==> config.mk <==
export PLATFORM = sky130hd
export DESIGN_NAME = cpbus_decoder
export DESIGN_NICKNAME = d
export VERILOG_FILES = /design/src/rtl/cpbus_pkg.sv /design/src/rtl/cpbus_rst_sync.sv /design/src/rtl/cpbus_addr_map.sv /design/src/rtl/cpbus_poll_timer.sv /design/src/rtl/cpbus_ctrl.sv /design/src/rtl/cpbus_decoder.sv
export SDC_FILE = /design/constraint.sdc
export NUM_CORES = 1
export LEC_CHECK = 0
export BUFFER_PORTS_ARGS = -buffer_cell sky130_fd_sc_hd__buf_4
export CORE_MARGIN = 2
export CORE_UTILIZATION = 30
export DETAILED_ROUTE_END_ITERATION = 10
export GPL_TIMING_DRIVEN = 0
export PLACE_DENSITY = 0.61
export SETUP_SLACK_MARGIN = 0.1
export SYNTH_ARGS = -nofsm -noshare
export SYNTH_HDL_FRONTEND = slang
export SYNTH_HIERARCHICAL = 1
export SYNTH_SLANG_ARGS = --single-unit
==> constraint.sdc <==
create_clock -name clk -period 2.2 [get_ports clk]
set_input_delay 0.22 -clock clk [delete_from_list [all_inputs] [get_ports clk]]
set_output_delay 0.22 -clock clk [all_outputs]
set_load 0.005 [all_outputs]
==> src/rtl/cpbus_pkg.sv <==
package cpbus_pkg;

  localparam int ADDR_W = 24;

  typedef enum logic [1:0] {
    TGT_NONE = 2'd0,
    TGT_ROM  = 2'd1,
    TGT_RAM  = 2'd2
  } tgt_e;

  typedef enum logic [2:0] {
    ST_IDLE  = 3'd0,
    ST_CHECK = 3'd1,
    ST_HOLD  = 3'd2,
    ST_ISSUE = 3'd3,
    ST_WAIT  = 3'd4,
    ST_RESP  = 3'd5
  } seq_e;

endpackage

==> src/rtl/cpbus_rst_sync.sv <==
module cpbus_rst_sync #(
  parameter int STAGES = 2
) (
  input  logic clk,
  input  logic rst_n,
  output logic rst_sync_n
);
  logic [STAGES-1:0] sync_q;

  always_ff @(posedge clk or negedge rst_n) begin
    if (!rst_n) sync_q <= '0;
    else        sync_q <= {sync_q[STAGES-2:0], 1'b1};
  end

  assign rst_sync_n = sync_q[STAGES-1];
endmodule

==> src/rtl/cpbus_addr_map.sv <==
module cpbus_addr_map
  import cpbus_pkg::*;
#(
  parameter int ROM_AW = 21,
  parameter int RAM_AW = 21,
  parameter int OFF_W  = 21
) (
  input  logic [ADDR_W-1:0] addr,
  input  logic              is_write,
  input  logic [ROM_AW-1:0] rom_mask,
  input  logic [RAM_AW-1:0] ram_mask,
  output tgt_e              tgt,
  output logic [OFF_W-1:0]  off
);
  // lower ROM window packs the upper half of each 64 KB bank
  logic [ADDR_W-1:0] folded;
  logic              win_rom_lo, win_rom_hi, win_ram;
  logic [ROM_AW-1:0] rom_off_lo, rom_off_hi;
  logic [RAM_AW-1:0] ram_off;

  assign folded     = {3'b000, addr[21:16], addr[14:0]};
  assign win_rom_lo = (addr[23:22] == 2'b00);
  assign win_rom_hi = (addr[23:21] == 3'b010);
  assign win_ram    = (addr[23:21] == 3'b011);

  assign rom_off_lo = folded[ROM_AW-1:0] & rom_mask;
  assign rom_off_hi = addr[ROM_AW-1:0] & rom_mask;
  assign ram_off    = addr[RAM_AW-1:0] & ram_mask;

  always_comb begin
    tgt = TGT_NONE;
    off = '0;
    if (win_ram) begin
      tgt = TGT_RAM;
      off[RAM_AW-1:0] = ram_off;
    end else if (!is_write && win_rom_lo) begin
      tgt = TGT_ROM;
      off[ROM_AW-1:0] = rom_off_lo;
    end else if (!is_write && win_rom_hi) begin
      tgt = TGT_ROM;
      off[ROM_AW-1:0] = rom_off_hi;
    end
  end
endmodule

==> src/rtl/cpbus_poll_timer.sv <==
module cpbus_poll_timer #(
  parameter int POLL_CYCLES = 6
) (
  input  logic clk,
  input  logic rst_n,
  input  logic load,
  input  logic run,
  output logic expired
);
  localparam int CNT_W = (POLL_CYCLES > 2) ? $clog2(POLL_CYCLES) : 1;
  // sample cycle counts as one cycle of the interval
  localparam logic [CNT_W-1:0] LOAD_V = CNT_W'(POLL_CYCLES - 2);

  logic [CNT_W-1:0] cnt_q, cnt_d;
  logic             cnt_en;

  always_comb begin
    cnt_en = 1'b0;
    cnt_d  = cnt_q;
    if (load) begin
      cnt_en = 1'b1;
      cnt_d  = LOAD_V;
    end else if (run && cnt_q != '0) begin
      cnt_en = 1'b1;
      cnt_d  = cnt_q - 1'b1;
    end
  end

  always_ff @(posedge clk or negedge rst_n) begin
    if (!rst_n)      cnt_q <= '0;
    else if (cnt_en) cnt_q <= cnt_d;
  end

  assign expired = (cnt_q == '0);
endmodule

==> src/rtl/cpbus_ctrl.sv <==
module cpbus_ctrl
  import cpbus_pkg::*;
#(
  parameter int DATA_W = 8,
  parameter int OFF_W  = 21
) (
  input  logic              clk,
  input  logic              rst_n,
  input  logic              req_valid,
  input  logic              req_write,
  input  tgt_e              tgt_in,
  input  logic [OFF_W-1:0]  off_in,
  input  logic [DATA_W-1:0] wdata_in,
  input  logic              owned,
  input  logic              data_valid,
  input  logic [DATA_W-1:0] data_in,
  input  logic              poll_expired,
  output logic              poll_load,
  output logic              poll_run,
  output logic              issue,
  output tgt_e              tgt_q,
  output logic              write_q,
  output logic [OFF_W-1:0]  off_q,
  output logic [DATA_W-1:0] wdata_q,
  output logic              ready,
  output logic [DATA_W-1:0] rdata_q
);
  seq_e              st_q, st_d;
  logic              cap_en, rdata_en;
  logic [DATA_W-1:0] rdata_d;

  always_comb begin
    st_d      = st_q;
    cap_en    = 1'b0;
    rdata_en  = 1'b0;
    rdata_d   = '0;
    poll_load = 1'b0;
    poll_run  = 1'b0;
    unique case (st_q)
      ST_IDLE: begin
        if (req_valid) begin
          cap_en   = 1'b1;
          rdata_en = 1'b1;
          st_d     = (tgt_in == TGT_NONE) ? ST_RESP : ST_CHECK;
        end
      end
      ST_CHECK: begin
        if (owned) st_d = ST_ISSUE;
        else begin
          poll_load = 1'b1;
          st_d      = ST_HOLD;
        end
      end
      ST_HOLD: begin
        poll_run = 1'b1;
        if (poll_expired) st_d = ST_CHECK;
      end
      ST_ISSUE: st_d = write_q ? ST_RESP : ST_WAIT;
      ST_WAIT: begin
        if (data_valid) begin
          rdata_en = 1'b1;
          rdata_d  = data_in;
          st_d     = ST_RESP;
        end
      end
      ST_RESP: st_d = ST_IDLE;
      default: st_d = ST_IDLE;
    endcase
  end

  always_ff @(posedge clk or negedge rst_n) begin
    if (!rst_n) st_q <= ST_IDLE;
    else        st_q <= st_d;
  end

  always_ff @(posedge clk or negedge rst_n) begin
    if (!rst_n) begin
      tgt_q   <= TGT_NONE;
      write_q <= 1'b0;
      off_q   <= '0;
      wdata_q <= '0;
    end else if (cap_en) begin
      tgt_q   <= tgt_in;
      write_q <= req_write;
      off_q   <= off_in;
      wdata_q <= wdata_in;
    end
  end

  always_ff @(posedge clk or negedge rst_n) begin
    if (!rst_n)        rdata_q <= '0;
    else if (rdata_en) rdata_q <= rdata_d;
  end

  assign issue = (st_q == ST_ISSUE);
  assign ready = (st_q == ST_RESP);
endmodule

==> src/rtl/cpbus_decoder.sv <==
module cpbus_decoder
  import cpbus_pkg::*;
#(
  parameter int ROM_AW      = 21,
  parameter int RAM_AW      = 21,
  parameter int DATA_W      = 8,
  parameter int POLL_CYCLES = 6
) (
  input  logic              clk,
  input  logic              rst_n,
  input  logic              req_valid,
  input  logic              req_write,
  input  logic [23:0]       req_addr,
  input  logic [DATA_W-1:0] req_wdata,
  output logic              req_ready,
  output logic [DATA_W-1:0] rsp_rdata,
  input  logic              rom_owned,
  input  logic              ram_owned,
  input  logic [ROM_AW-1:0] rom_size_mask,
  input  logic [RAM_AW-1:0] ram_size_mask,
  output logic              rom_rd_en,
  output logic [ROM_AW-1:0] rom_rd_addr,
  input  logic [DATA_W-1:0] rom_rd_data,
  input  logic              rom_rd_valid,
  output logic              ram_rd_en,
  output logic              ram_wr_en,
  output logic [RAM_AW-1:0] ram_addr,
  output logic [DATA_W-1:0] ram_wr_data,
  input  logic [DATA_W-1:0] ram_rd_data,
  input  logic              ram_rd_valid
);
  localparam int OFF_W = (ROM_AW > RAM_AW) ? ROM_AW : RAM_AW;

  logic              rst_sync_n;
  tgt_e              map_tgt, tgt_q;
  logic [OFF_W-1:0]  map_off, off_q;
  logic              owned_sel, valid_sel;
  logic [DATA_W-1:0] data_sel;
  logic              poll_load, poll_run, poll_expired;
  logic              issue, write_q;

  cpbus_rst_sync #(.STAGES(2)) u_rst (
    .clk        (clk),
    .rst_n      (rst_n),
    .rst_sync_n (rst_sync_n)
  );

  cpbus_addr_map #(.ROM_AW(ROM_AW), .RAM_AW(RAM_AW), .OFF_W(OFF_W)) u_map (
    .addr     (req_addr),
    .is_write (req_write),
    .rom_mask (rom_size_mask),
    .ram_mask (ram_size_mask),
    .tgt      (map_tgt),
    .off      (map_off)
  );

  assign owned_sel = (tgt_q == TGT_ROM) ? rom_owned    : ram_owned;
  assign valid_sel = (tgt_q == TGT_ROM) ? rom_rd_valid : ram_rd_valid;
  assign data_sel  = (tgt_q == TGT_ROM) ? rom_rd_data  : ram_rd_data;

  cpbus_poll_timer #(.POLL_CYCLES(POLL_CYCLES)) u_poll (
    .clk     (clk),
    .rst_n   (rst_sync_n),
    .load    (poll_load),
    .run     (poll_run),
    .expired (poll_expired)
  );

  cpbus_ctrl #(.DATA_W(DATA_W), .OFF_W(OFF_W)) u_ctrl (
    .clk          (clk),
    .rst_n        (rst_sync_n),
    .req_valid    (req_valid),
    .req_write    (req_write),
    .tgt_in       (map_tgt),
    .off_in       (map_off),
    .wdata_in     (req_wdata),
    .owned        (owned_sel),
    .data_valid   (valid_sel),
    .data_in      (data_sel),
    .poll_expired (poll_expired),
    .poll_load    (poll_load),
    .poll_run     (poll_run),
    .issue        (issue),
    .tgt_q        (tgt_q),
    .write_q      (write_q),
    .off_q        (off_q),
    .wdata_q      (ram_wr_data),
    .ready        (req_ready),
    .rdata_q      (rsp_rdata)
  );

  assign rom_rd_en   = issue && (tgt_q == TGT_ROM);
  assign ram_rd_en   = issue && (tgt_q == TGT_RAM) && !write_q;
  assign ram_wr_en   = issue && (tgt_q == TGT_RAM) && write_q;
  assign rom_rd_addr = off_q[ROM_AW-1:0];
  assign ram_addr    = off_q[RAM_AW-1:0];
endmodule

==> out/results.tsv, run 1 <==
metric	value	unit
maximum number of pins on one net before global-route repair	26	
CTS max path bufs	2	
Least-Margin Pin Slew	644	ps
fill count	817	
share of total power in the clock network	0.154	
Diodes inserted	0	
RSZ-0062 raised after global routing	true	
CP max stage delay	410	ps
sequential area share after synthesis	0.442	
crit path capture type	flip-flop	
crit start category	flip-flop	
Synth Net Count	323	
core outline area	8760	sq um
antenna violations before repair	0	
Final nets	502	
Synth Instances	223	
Tot GR Track Use	0.151	
Worst Path Class, Setup	flip-flop to flip-flop	
register share of total power	0.339	
Die Y	99.2	microns
Starting Density	0.310	
flops & latches, synth	48	
Sw Share	0.299	
worst-path cell chain	nor2b_4 -> buf_12 -> mux2_4 -> nor4b_4 -> and2b_4 -> mux2_4	
Die X	99.2	microns
maximum vdd drop	0.381	mV
clock latency on the worst-skew pair	310	ps
post-route cell area	4290	sq um
Leak Pwr	0.00221	uW
syn avg cell area	12.2	sq um
first-pass GRT wire length	11900	microns
Placer Congestion	0.751	
CP max FO	8	
Reg-to-Reg Start	u_ctrl/tgt_q[0]	
slowest CP cell	dfrtp_1	
Area Growth Syn to Fin	57.9	%
IO Port Bufs	159	
share of cells above drive strength 1	0.653	
status	finished, final reports clean	
Pwr Density	962	nW/um^2
root buffer selected by CTS	clkbuf_8	
drt first-iter violations	26	
sw power	1230	uW
# DRC	0	
Critical Path Source	u_ctrl/tgt_q[0]	
Worst EP arrival	2260	ps
Setup violations, final	0	
Hold WS	136	ps
Int Pwr	2890	uW
routed wire length	7550	microns
Routed Antenna Nets	0	
CTS tree	yes	
synth warn	6	
Top Ports	160	
total gr overflow	0	
H-tree depth	2	
Final Critical Period	2080	ps
placed cell areas	4070	sq um
most frequent CP cell	mux2_4	
Clock Sinks	48	
logic gate share of total power	0.507	
final worst slack	123	ps
Max Cap Violations	0	
dpl cells	491	
min-delay src	req_wdata[1]	
crit path buf inv count	1	
hold crit path type	input pin to flip-flop	
Synth cell types	40	
delay-heaviest family, CP	simple AND/OR/NAND/NOR gates	
routed length per instance	14.8	microns
Final Cycle Share	0.944	
vias in the first global route	2342	
# rows	34	
router iterations before antenna repair	4	
Setup WS pre-CTS	28.2	ps
Slew headroom	0.571	
Vias/cell	4.65	
total CTS buffers	5	
vias after detailed routing	2376	
hpwl dp	5840	microns
Post-Route Setup TNS	0	ps
Non-Filler Instances	511	
f_max	481	MHz
Worst Path Required	2380	ps
CTS clk-pin slew, worst paths	100	ps
die area	9830	sq um
Layout Skew	16.1	ps
Syn Std Cell Area	2720	sq um
Final Hold Viols	0	
Max Slew Vio Count	0	
-- metal layers --
metal  share of wire  wire (microns)  global-route usage
met4          0.0093              70              0.0348
met3           0.073             552              0.0351
met5               0               0                   0
met2            0.53            3980               0.277
met1            0.39            2940               0.180
-- cell usage after synthesis (all sizes together) --
| master | number | area [sq um] |
|---|---|---|
| and2 | 2 | 13.8 |
| or4b | 1 | 10.0 |
| and3b | 2 | 17.5 |
| and2b | 2 | 20.0 |
| nor4bb | 1 | 10.0 |
| o32a | 1 | 10.0 |
| inv | 6 | 22.5 |
| nor3b | 4 | 30.0 |
| o32ai | 1 | 8.76 |
| nand2 | 2 | 7.51 |
| a22o | 13 | 114 |
| a21o | 1 | 7.51 |
| conb | 1 | 3.75 |
| o21ai | 2 | 10.0 |
| o31ai | 1 | 7.51 |
| clkbuf | 1 | 3.75 |
| mux2i | 1 | 10.0 |
| ha | 2 | 25.0 |
| a32o | 5 | 50.1 |
| nor2 | 6 | 22.5 |
| a211oi | 1 | 12.5 |
| dfrtp | 48 | 1200 |
| nor2b | 17 | 114 |
| or3b | 2 | 17.5 |
| nand2b | 2 | 12.5 |
| a21oi | 2 | 10.0 |
| mux2 | 43 | 518 |
| a22oi | 15 | 113 |
| nor3 | 3 | 15.0 |
| nor4b | 3 | 47.5 |
| buf | 32 | 251 |
-- metrics by stage --
stage | power [uW] | utilization
2_1_floorplan | 2500 | -
4_1_cts | 4080 | 0.479
6_report | 4120 | 0.489
5_1_grt | 4410 | 0.489
3_5_place_dp | 3400 | 0.465
3_3_place_gp | 3350 | 0.462
-- final cells by class --
cell class | instances | area [sq um] | area share
sequential | 48 | 1200 | 0.280
timing repair buffer | 172 | 1310 | 0.305
clock buffer | 6 | 72.6 | 0.0169
clock inverter | 2 | 35.0 | 0.00817
multi-input combinational | 136 | 1260 | 0.294
tap | 108 | 135 | 0.0315
buffer | 33 | 255 | 0.0595
inverter | 6 | 22.5 | 0.00525
-- worst paths after layout --
| kind | end | slack, ps | cells past startpoint |
|---|---|---|---|
| setup / recovery | u_poll/cnt_q[0] | 120 | 6 |
| hold / removal | u_ctrl/wdata_q[1] | 140 | 2 |
| max in group asynchronous | u_poll/cnt_q[1] | 1400 | 1 |
| hold reg to reg | u_ctrl/off_q[16] | 270 | 0 |
| min in group asynchronous | u_rst/sync_q[1] | 230 | 2 |
| setup reg to reg | u_poll/cnt_q[0] | 120 | 6 |
-- cells in the final DEF, fill, tap and decap left out, types with 6 or more instances in the layout --
cell | Yosys | layout
buf_4 | 23 | 193
dfrtp_1 | 48 | 47
mux2_2 | 31 | 31
nor2b_1 | 16 | 16
a22oi_1 | 15 | 15
a22o_1 | 13 | 13
mux2_4 | 9 | 10
inv_1 | 6 | 6
-- registers in the layout, indices dropped and copies added, names as in the netlist --
register,cells
u_ctrl/rdata_q,8
u_poll/cnt_q,3
u_ctrl/tgt_q,2
u_ctrl/off_q,21
u_ctrl/st_q,3
u_rst/sync_q,2
u_ctrl/write_q,1
u_ctrl/wdata_q,8
-- cell families after synthesis --
logic type / count (synthesis) / share of synthesized area
other cells: 1 / 0.00138
mux: 44 / 0.194
buf+inv: 39 / 0.102
compound gates: 42 / 0.126
simple gates: 47 / 0.124
fa+ha+maj: 2 / 0.00921
flops: 48 / 0.442
-- power groups by stage --
| stage | registers [uW] | logic (uW) | clock network, uW |
|---|---|---|---|
| floorplan | 1400 | 1100 | 0 |
| global placement | 1420 | 1930 | 0 |
| detailed placement | 1430 | 1980 | 0 |
| CTS | 1410 | 2000 | 665 |
| global route | 1450 | 2260 | 698 |
| finish | 1400 | 2090 | 636 |
-- repair_timing --
item                       in CTS  in global routing
pin swaps                       0                  1
gates resized for setup         2                  1
setup buffers                   0                 11
hold endpoints to repair        2                  0
setup endpoints to repair       9                  9
hold buffers                    1                  0
(Power assumes the default switching activity.)
==> run 2, diff against run 1 <==
--- a/config.mk
+++ b/config.mk
@@ -13,3 +13,2 @@
 export PLACE_DENSITY = 0.61
-export SETUP_SLACK_MARGIN = 0.1
 export SYNTH_ARGS = -nofsm -noshare
==> constraint.sdc (replaced) <==
create_clock -name clk -period 2.2 [get_ports clk]
set_input_delay 0.44 -clock clk [delete_from_list [all_inputs] [get_ports clk]]
set_output_delay 0.44 -clock clk [all_outputs]
set_load 0.005 [all_outputs]
==> out/results.tsv, run 2 (synthesized netlist as in run 1, its figures left out) <==
metric	value	unit	change
Final Hold Viols	0		unchanged
routed wire length	7240	microns	was 7550 microns
Regs by FF count	u_ctrl/off_q: 21 flops, u_ctrl/rdata_q: 8 flops, u_ctrl/wdata_q: 8 flops		unchanged
Least-Margin Pin Slew	592	ps	was 644 ps
# rows	34		unchanged
Routed Antenna Nets	0		unchanged
share of cells above drive strength 1	0.643		was 0.653
Worst Path Required	2380	ps	about the same
Vias/cell	4.61		was 4.65
Top Ports	160		unchanged
worst reg-to-reg path cell count	6		unchanged
Diodes inserted	0		unchanged
metal2 WL	3670	microns	was 3980 microns
Die X	99.2	microns	unchanged
final worst slack	182	ps	was 123 ps
logic gate share of total power	0.503		was 0.507
drt first-iter violations	34		was 26
slowest CP cell	dfrtp_1		unchanged
core outline area	8760	sq um	unchanged
first-pass GRT wire length	11700	microns	was 11900 microns
Critical path destination	u_poll/cnt_q[0]		unchanged
antenna violations before repair	0		unchanged
post-route core utilization	0.478		was 0.489
register share of total power	0.359		was 0.339
Int Pwr	2720	uW	was 2890 uW
Area Growth Syn to Fin	54.2	%	was 57.9%
Layout Skew	5.95	ps	was 16.1 ps
share of total power in the clock network	0.139		was 0.154
largest reg by FF count	u_ctrl/off_q		unchanged
Final nets	491		was 502
crit path capture type	flip-flop		unchanged
maximum number of pins on one net before global-route repair	25		was 26
sw power	1190	uW	was 1230 uW
hold crit path type	flip-flop to async pin		was input pin to flip-flop
metal1 wirelength	3070	microns	was 2940 microns
uppermost layer routed	met4		unchanged
Setup violations, final	0		unchanged
Reg-to-Reg Start	u_ctrl/tgt_q[1]		was u_ctrl/tgt_q[0]
setup slack, reg-to-reg	180	ps	was 120 ps
Starting Density	0.310		unchanged
Post-Route Setup TNS	0	ps	unchanged
Worst EP arrival	2200	ps	was 2260 ps
router iterations before antenna repair	3		was 4
Setup WS pre-CTS	-179	ps	was 28.2 ps
Die Y	99.2	microns	unchanged
CTS max path bufs	2		unchanged
met3 wire length	472	microns	was 552 microns
commonest non-fill, non-tap cells in the layout	182 x buf_4, 47 x dfrtp_1, 31 x mux2_2		was 193 x buf_4, 47 x dfrtp_1, 31 x mux2_2
CP max FO	10		was 8
Slew headroom	0.604		was 0.571
Max Slew Vio Count	0		unchanged
Post-CTS Setup Bufs	0		unchanged
Tot GR Track Use	0.148		was 0.151
# DRC	0		unchanged
vias in the first global route	2366		was 2342
total gr overflow	0		unchanged
Final Critical Period	2020	ps	was 2080 ps
f_max	495	MHz	was 481 MHz
clock latency on the worst-skew pair	290	ps	was 310 ps
fill count	853		was 817
Power Total	3910	uW	was 4120 uW
root buffer selected by CTS	clkbuf_8		unchanged
R2R Path End	u_poll/cnt_q[0]		unchanged
Final Cycle Share	0.917		was 0.944
Sw Share	0.305		was 0.299
vias after detailed routing	2307		was 2376
CTS tree	yes		unchanged
Worst Path Class, Setup	flip-flop to flip-flop		unchanged
RSZ-0062 raised after global routing	false		was true
Leak Pwr	0.00215	uW	was 0.00221 uW
die area	9830	sq um	unchanged
max FFs per register	21		unchanged
H-tree depth	2		unchanged
maximum vdd drop	0.387	mV	was 0.381 mV
total CTS buffers	5		unchanged
crit start category	flip-flop		unchanged
routed length per instance	14.5	microns	was 14.8 microns
Placer Congestion	0.786		was 0.751
commonest non-fill, non-tap cell in the layout	buf_4		unchanged
CP max stage delay	440	ps	was 410 ps
status	finished, final reports clean		unchanged
Critical Path Source	u_ctrl/tgt_q[1]		was u_ctrl/tgt_q[0]
Clock Sinks	48		unchanged
Max Cap Violations	0		unchanged
IO Port Bufs	159		unchanged
CTS clk-pin slew, worst paths	90	ps	was 100 ps
Pwr Density	933	nW/um^2	was 962 nW/um^2
hpwl dp	5720	microns	was 5840 microns
worst-path cell chain	nor2b_4 -> buf_12 -> mux2_4 -> nor4b_4 -> and2b_4 -> mux2_1		was nor2b_4 -> buf_12 -> mux2_4 -> nor4b_4 -> and2b_4 -> mux2_4
==> run 2: cell count changes in the layout (fill, tap and decap cells not counted), sizes merged <==
cell    previous run  this run
buf              203       191
bufinv             1         0
clkbuf             7         8
clkinv             1         2
==> run 2: worst min path at each step <==
stage / end / cells after the start
finish: u_ctrl/off_q[1] / 0
global route: u_ctrl/off_q[16] / 0
CTS: u_ctrl/off_q[16] / 0
detailed placement: u_rst/sync_q[0] / 1
global placement: u_rst/sync_q[1] / 1
floorplan: u_rst/sync_q[0] / 0
==> run 2: per-stage QoR <==
step | instances | hold slack (ps) | cell area [sq um]
2_1_floorplan | 223 | 144 | 2720
3_3_place_gp | 490 | 223 | 4050
3_5_place_dp | 491 | 225 | 4070
4_1_cts | 500 | 290 | 4180
5_1_grt | 500 | 327 | 4190
6_report | 500 | 263 | 4190
==> run 2: critical path: cells and delay by family (launching register included) <==
kind	cells	cell delay, ps
and+or+nand+nor	3	720
DFF	1	440
muxes	2	590
buffers and inverters	1	160
==> run 2: routing by layer <==
layer  track usage  up-vias
li1              -     1129
met1         0.189     1087
met2         0.261       87
met3        0.0281        4
met4        0.0285        0
met5             0        -
==> run 2: power groups by stage <==
stage          clock network (uW)  registers [uW]  logic (uW)
2_1_floorplan                   0            1400        1090
3_3_place_gp                    0            1420        1920
3_5_place_dp                    0            1430        1970
4_1_cts                       575            1410        1980
5_1_grt                       606            1460        2130
6_report                      542            1400        1960
==> run 2: what timing repair did <==
item | in CTS | in global routing
resized for setup | 1 | 3
hold buffers | 1 | 0
setup endpoints to repair | 2 | 10
hold endpoints to repair | 2 | 0
==> run 2: layout make-up <==
type | instances | area, sq um | area share
multi-input cells | 136 | 1250 | 0.300
repair buffers | 161 | 1220 | 0.292
flip-flops and latches | 48 | 1200 | 0.287
plain buffers | 33 | 258 | 0.0615
well taps | 108 | 135 | 0.0323
clock buffers | 6 | 82.6 | 0.0197
inverters | 6 | 22.5 | 0.00538
clock inverters | 2 | 10.0 | 0.00239
==> run 3, diff against run 2 <==
SETUP_SLACK_MARGIN = 0.2   (was default)
==> out/results.tsv, run 3 (synthesized netlist as in run 1, its figures left out) <==
metric	value	unit	change
CTS clk-pin slew, worst paths	90	ps	about the same
Routed Antenna Nets	0		unchanged
Max Cap Violations	0		unchanged
Setup violations, final	0		unchanged
Worst Path Class, Setup	flip-flop to primary output		was flip-flop to flip-flop
Least-Margin Pin Slew	662	ps	was 592 ps
Top Ports	160		unchanged
hold crit path type	flip-flop to async pin		unchanged
max FFs per register	21		unchanged
Final Critical Period	1970	ps	was 2020 ps
hpwl dp	5840	microns	was 5720 microns
slowest CP cell	dfrtp_1		unchanged
vias after detailed routing	2369		was 2307
GR Util met2	0.283		was 0.261
total gr overflow	0		unchanged
IO Port Bufs	159		unchanged
H-tree depth	2		unchanged
crit path capture type	primary output		was flip-flop
GRT Max-Usage Layer	met2		unchanged
most frequent CP cell	buf_4		
Area Growth Syn to Fin	57.8	%	was 54.2%
Starting Density	0.310		unchanged
crit start category	flip-flop		unchanged
CTS tree	yes		unchanged
RSZ-0062 raised after global routing	true		was false
share of total power in the clock network	0.154		was 0.139
sw power	1240	uW	was 1190 uW
Layout Skew	12.9	ps	was 5.95 ps
die area	9830	sq um	unchanged
routed length per instance	14.9	microns	was 14.5 microns
Clock Sinks	48		unchanged
total CTS buffers	5		unchanged
worst-path cell chain	buf_4 -> and3b_2 -> nand2_2 -> nor3b_2 -> buf_4		was nor2b_4 -> buf_12 -> mux2_4 -> nor4b_4 -> and2b_4 -> mux2_1
Final Cycle Share	0.894		was 0.917
Die Y	99.2	microns	unchanged
Final Hold Viols	0		unchanged
maximum vdd drop	0.354	mV	was 0.387 mV
f_max	508	MHz	was 495 MHz
# DRC	0		unchanged
Final nets	499		was 491
Pwr Density	959	nW/um^2	was 933 nW/um^2
# rows	34		unchanged
Global Route met1 Usage	0.181		was 0.189
vias in the first global route	2393		was 2366
CP max stage delay	380	ps	was 440 ps
Die X	99.2	microns	unchanged
root buffer selected by CTS	clkbuf_8		unchanged
Sw Share	0.301		was 0.305
commonest non-fill, non-tap cells in the layout	190 x buf_4, 46 x dfrtp_1, 31 x mux2_2		was 182 x buf_4, 47 x dfrtp_1, 31 x mux2_2
Post-Route Setup TNS	0	ps	unchanged
CTS max path bufs	2		unchanged
Int Pwr	2870	uW	was 2720 uW
commonest non-fill, non-tap cell in the layout	buf_4		unchanged
drt first-iter violations	27		was 34
Placer Congestion	0.751		was 0.786
first-pass GRT wire length	12100	microns	was 11700 microns
Worst EP arrival	1530	ps	was 2200 ps
register share of total power	0.341		was 0.359
Diodes inserted	0		unchanged
Tot GR Track Use	0.154		was 0.148
router iterations before antenna repair	4		was 3
Leak Pwr	0.00220	uW	was 0.00215 uW
Reg-to-Reg Start	u_ctrl/tgt_q[1]		unchanged
antenna violations before repair	0		unchanged
Worst Path Required	1760	ps	was 2380 ps
routed wire length	7580	microns	was 7240 microns
CP max FO	10		unchanged
clock latency on the worst-skew pair	300	ps	was 290 ps
logic gate share of total power	0.506		was 0.503
status	finished, final reports clean		unchanged
Regs by FF count	u_ctrl/off_q: 21 flops, u_ctrl/rdata_q: 8 flops, u_ctrl/wdata_q: 8 flops		unchanged
share of cells above drive strength 1	0.660		was 0.643
core outline area	8760	sq um	unchanged
Hold WS	271	ps	was 263 ps
Vias/cell	4.66		was 4.61
M3 GR Usage	0.0351		was 0.0281
Slew headroom	0.559		was 0.604
largest reg by FF count	u_ctrl/off_q		unchanged
Max Slew Vio Count	0		unchanged
maximum number of pins on one net before global-route repair	26		was 25
Critical Path Source	u_ctrl/st_q[2]		was u_ctrl/tgt_q[1]
run 3: metrics by stage:
stage	instances	power [uW]	utilization	cell area, sq um	worst slack [ps]
6_report	508	4110	0.489	4290	233
5_1_grt	508	4400	0.489	4290	160
4_1_cts	507	4140	0.486	4260	202
3_5_place_dp	491	3400	0.465	4070	28.2
3_3_place_gp	490	3350	0.462	4050	77.4
2_1_floorplan	223	2500	-	2720	239
run 3: worst max-delay path: cells and delay by family (launching register included):
kind | cells | cell delay, ps
buffers and inverters | 2 | 300
DFF | 1 | 380
and+or+nand+nor | 3 | 540
run 3: final timing paths:
kind	end	slack, ps	cells past startpoint
worst max register to register	u_poll/cnt_q[1]	270	8
min in group clk	u_ctrl/wdata_q[1]	360	2
worst max-delay path	ram_wr_en	230	5
worst min register to register	u_ctrl/off_q[16]	270	0
worst min-delay path	u_ctrl/off_q[16]	270	0
max in group asynchronous	u_poll/cnt_q[1]	1400	1
run 3: power groups by stage:
stage | registers [uW] | clock network [uW] | logic [uW]
after floorplan | 1400 | 0 | 1100
after global placement | 1420 | 0 | 1930
after detailed placement | 1430 | 0 | 1980
after CTS | 1410 | 665 | 2070
after global routing | 1450 | 697 | 2250
final | 1400 | 632 | 2080
run 3: cell type report:
class	count	area, sq um
Buffer	33	260
Clock buffer	6	72.6
Clock inverter	2	35.0
Fill cell	813	4480
Inverter	6	22.5
Multi-Input combinational cell	136	1270
Sequential cell	48	1200
Tap cell	108	135
Timing Repair Buffer	169	1280
run 3: per-layer routing:
layer	vias to the layer above	part of all wire
met5	-	0
met4	0	0.0092
met3	5	0.073
met2	90	0.53
met1	1132	0.39
li1	1142	-
run 3: timing repair:
item | in CTS | in global routing
buffers inserted | 7 | 1
hold buffers | 1 | 0
pin swaps | 1 | 1
endpoints found under the setup margin | 11 | 12
resized for setup | 3 | 7
endpoints found under the hold margin | 2 | 0
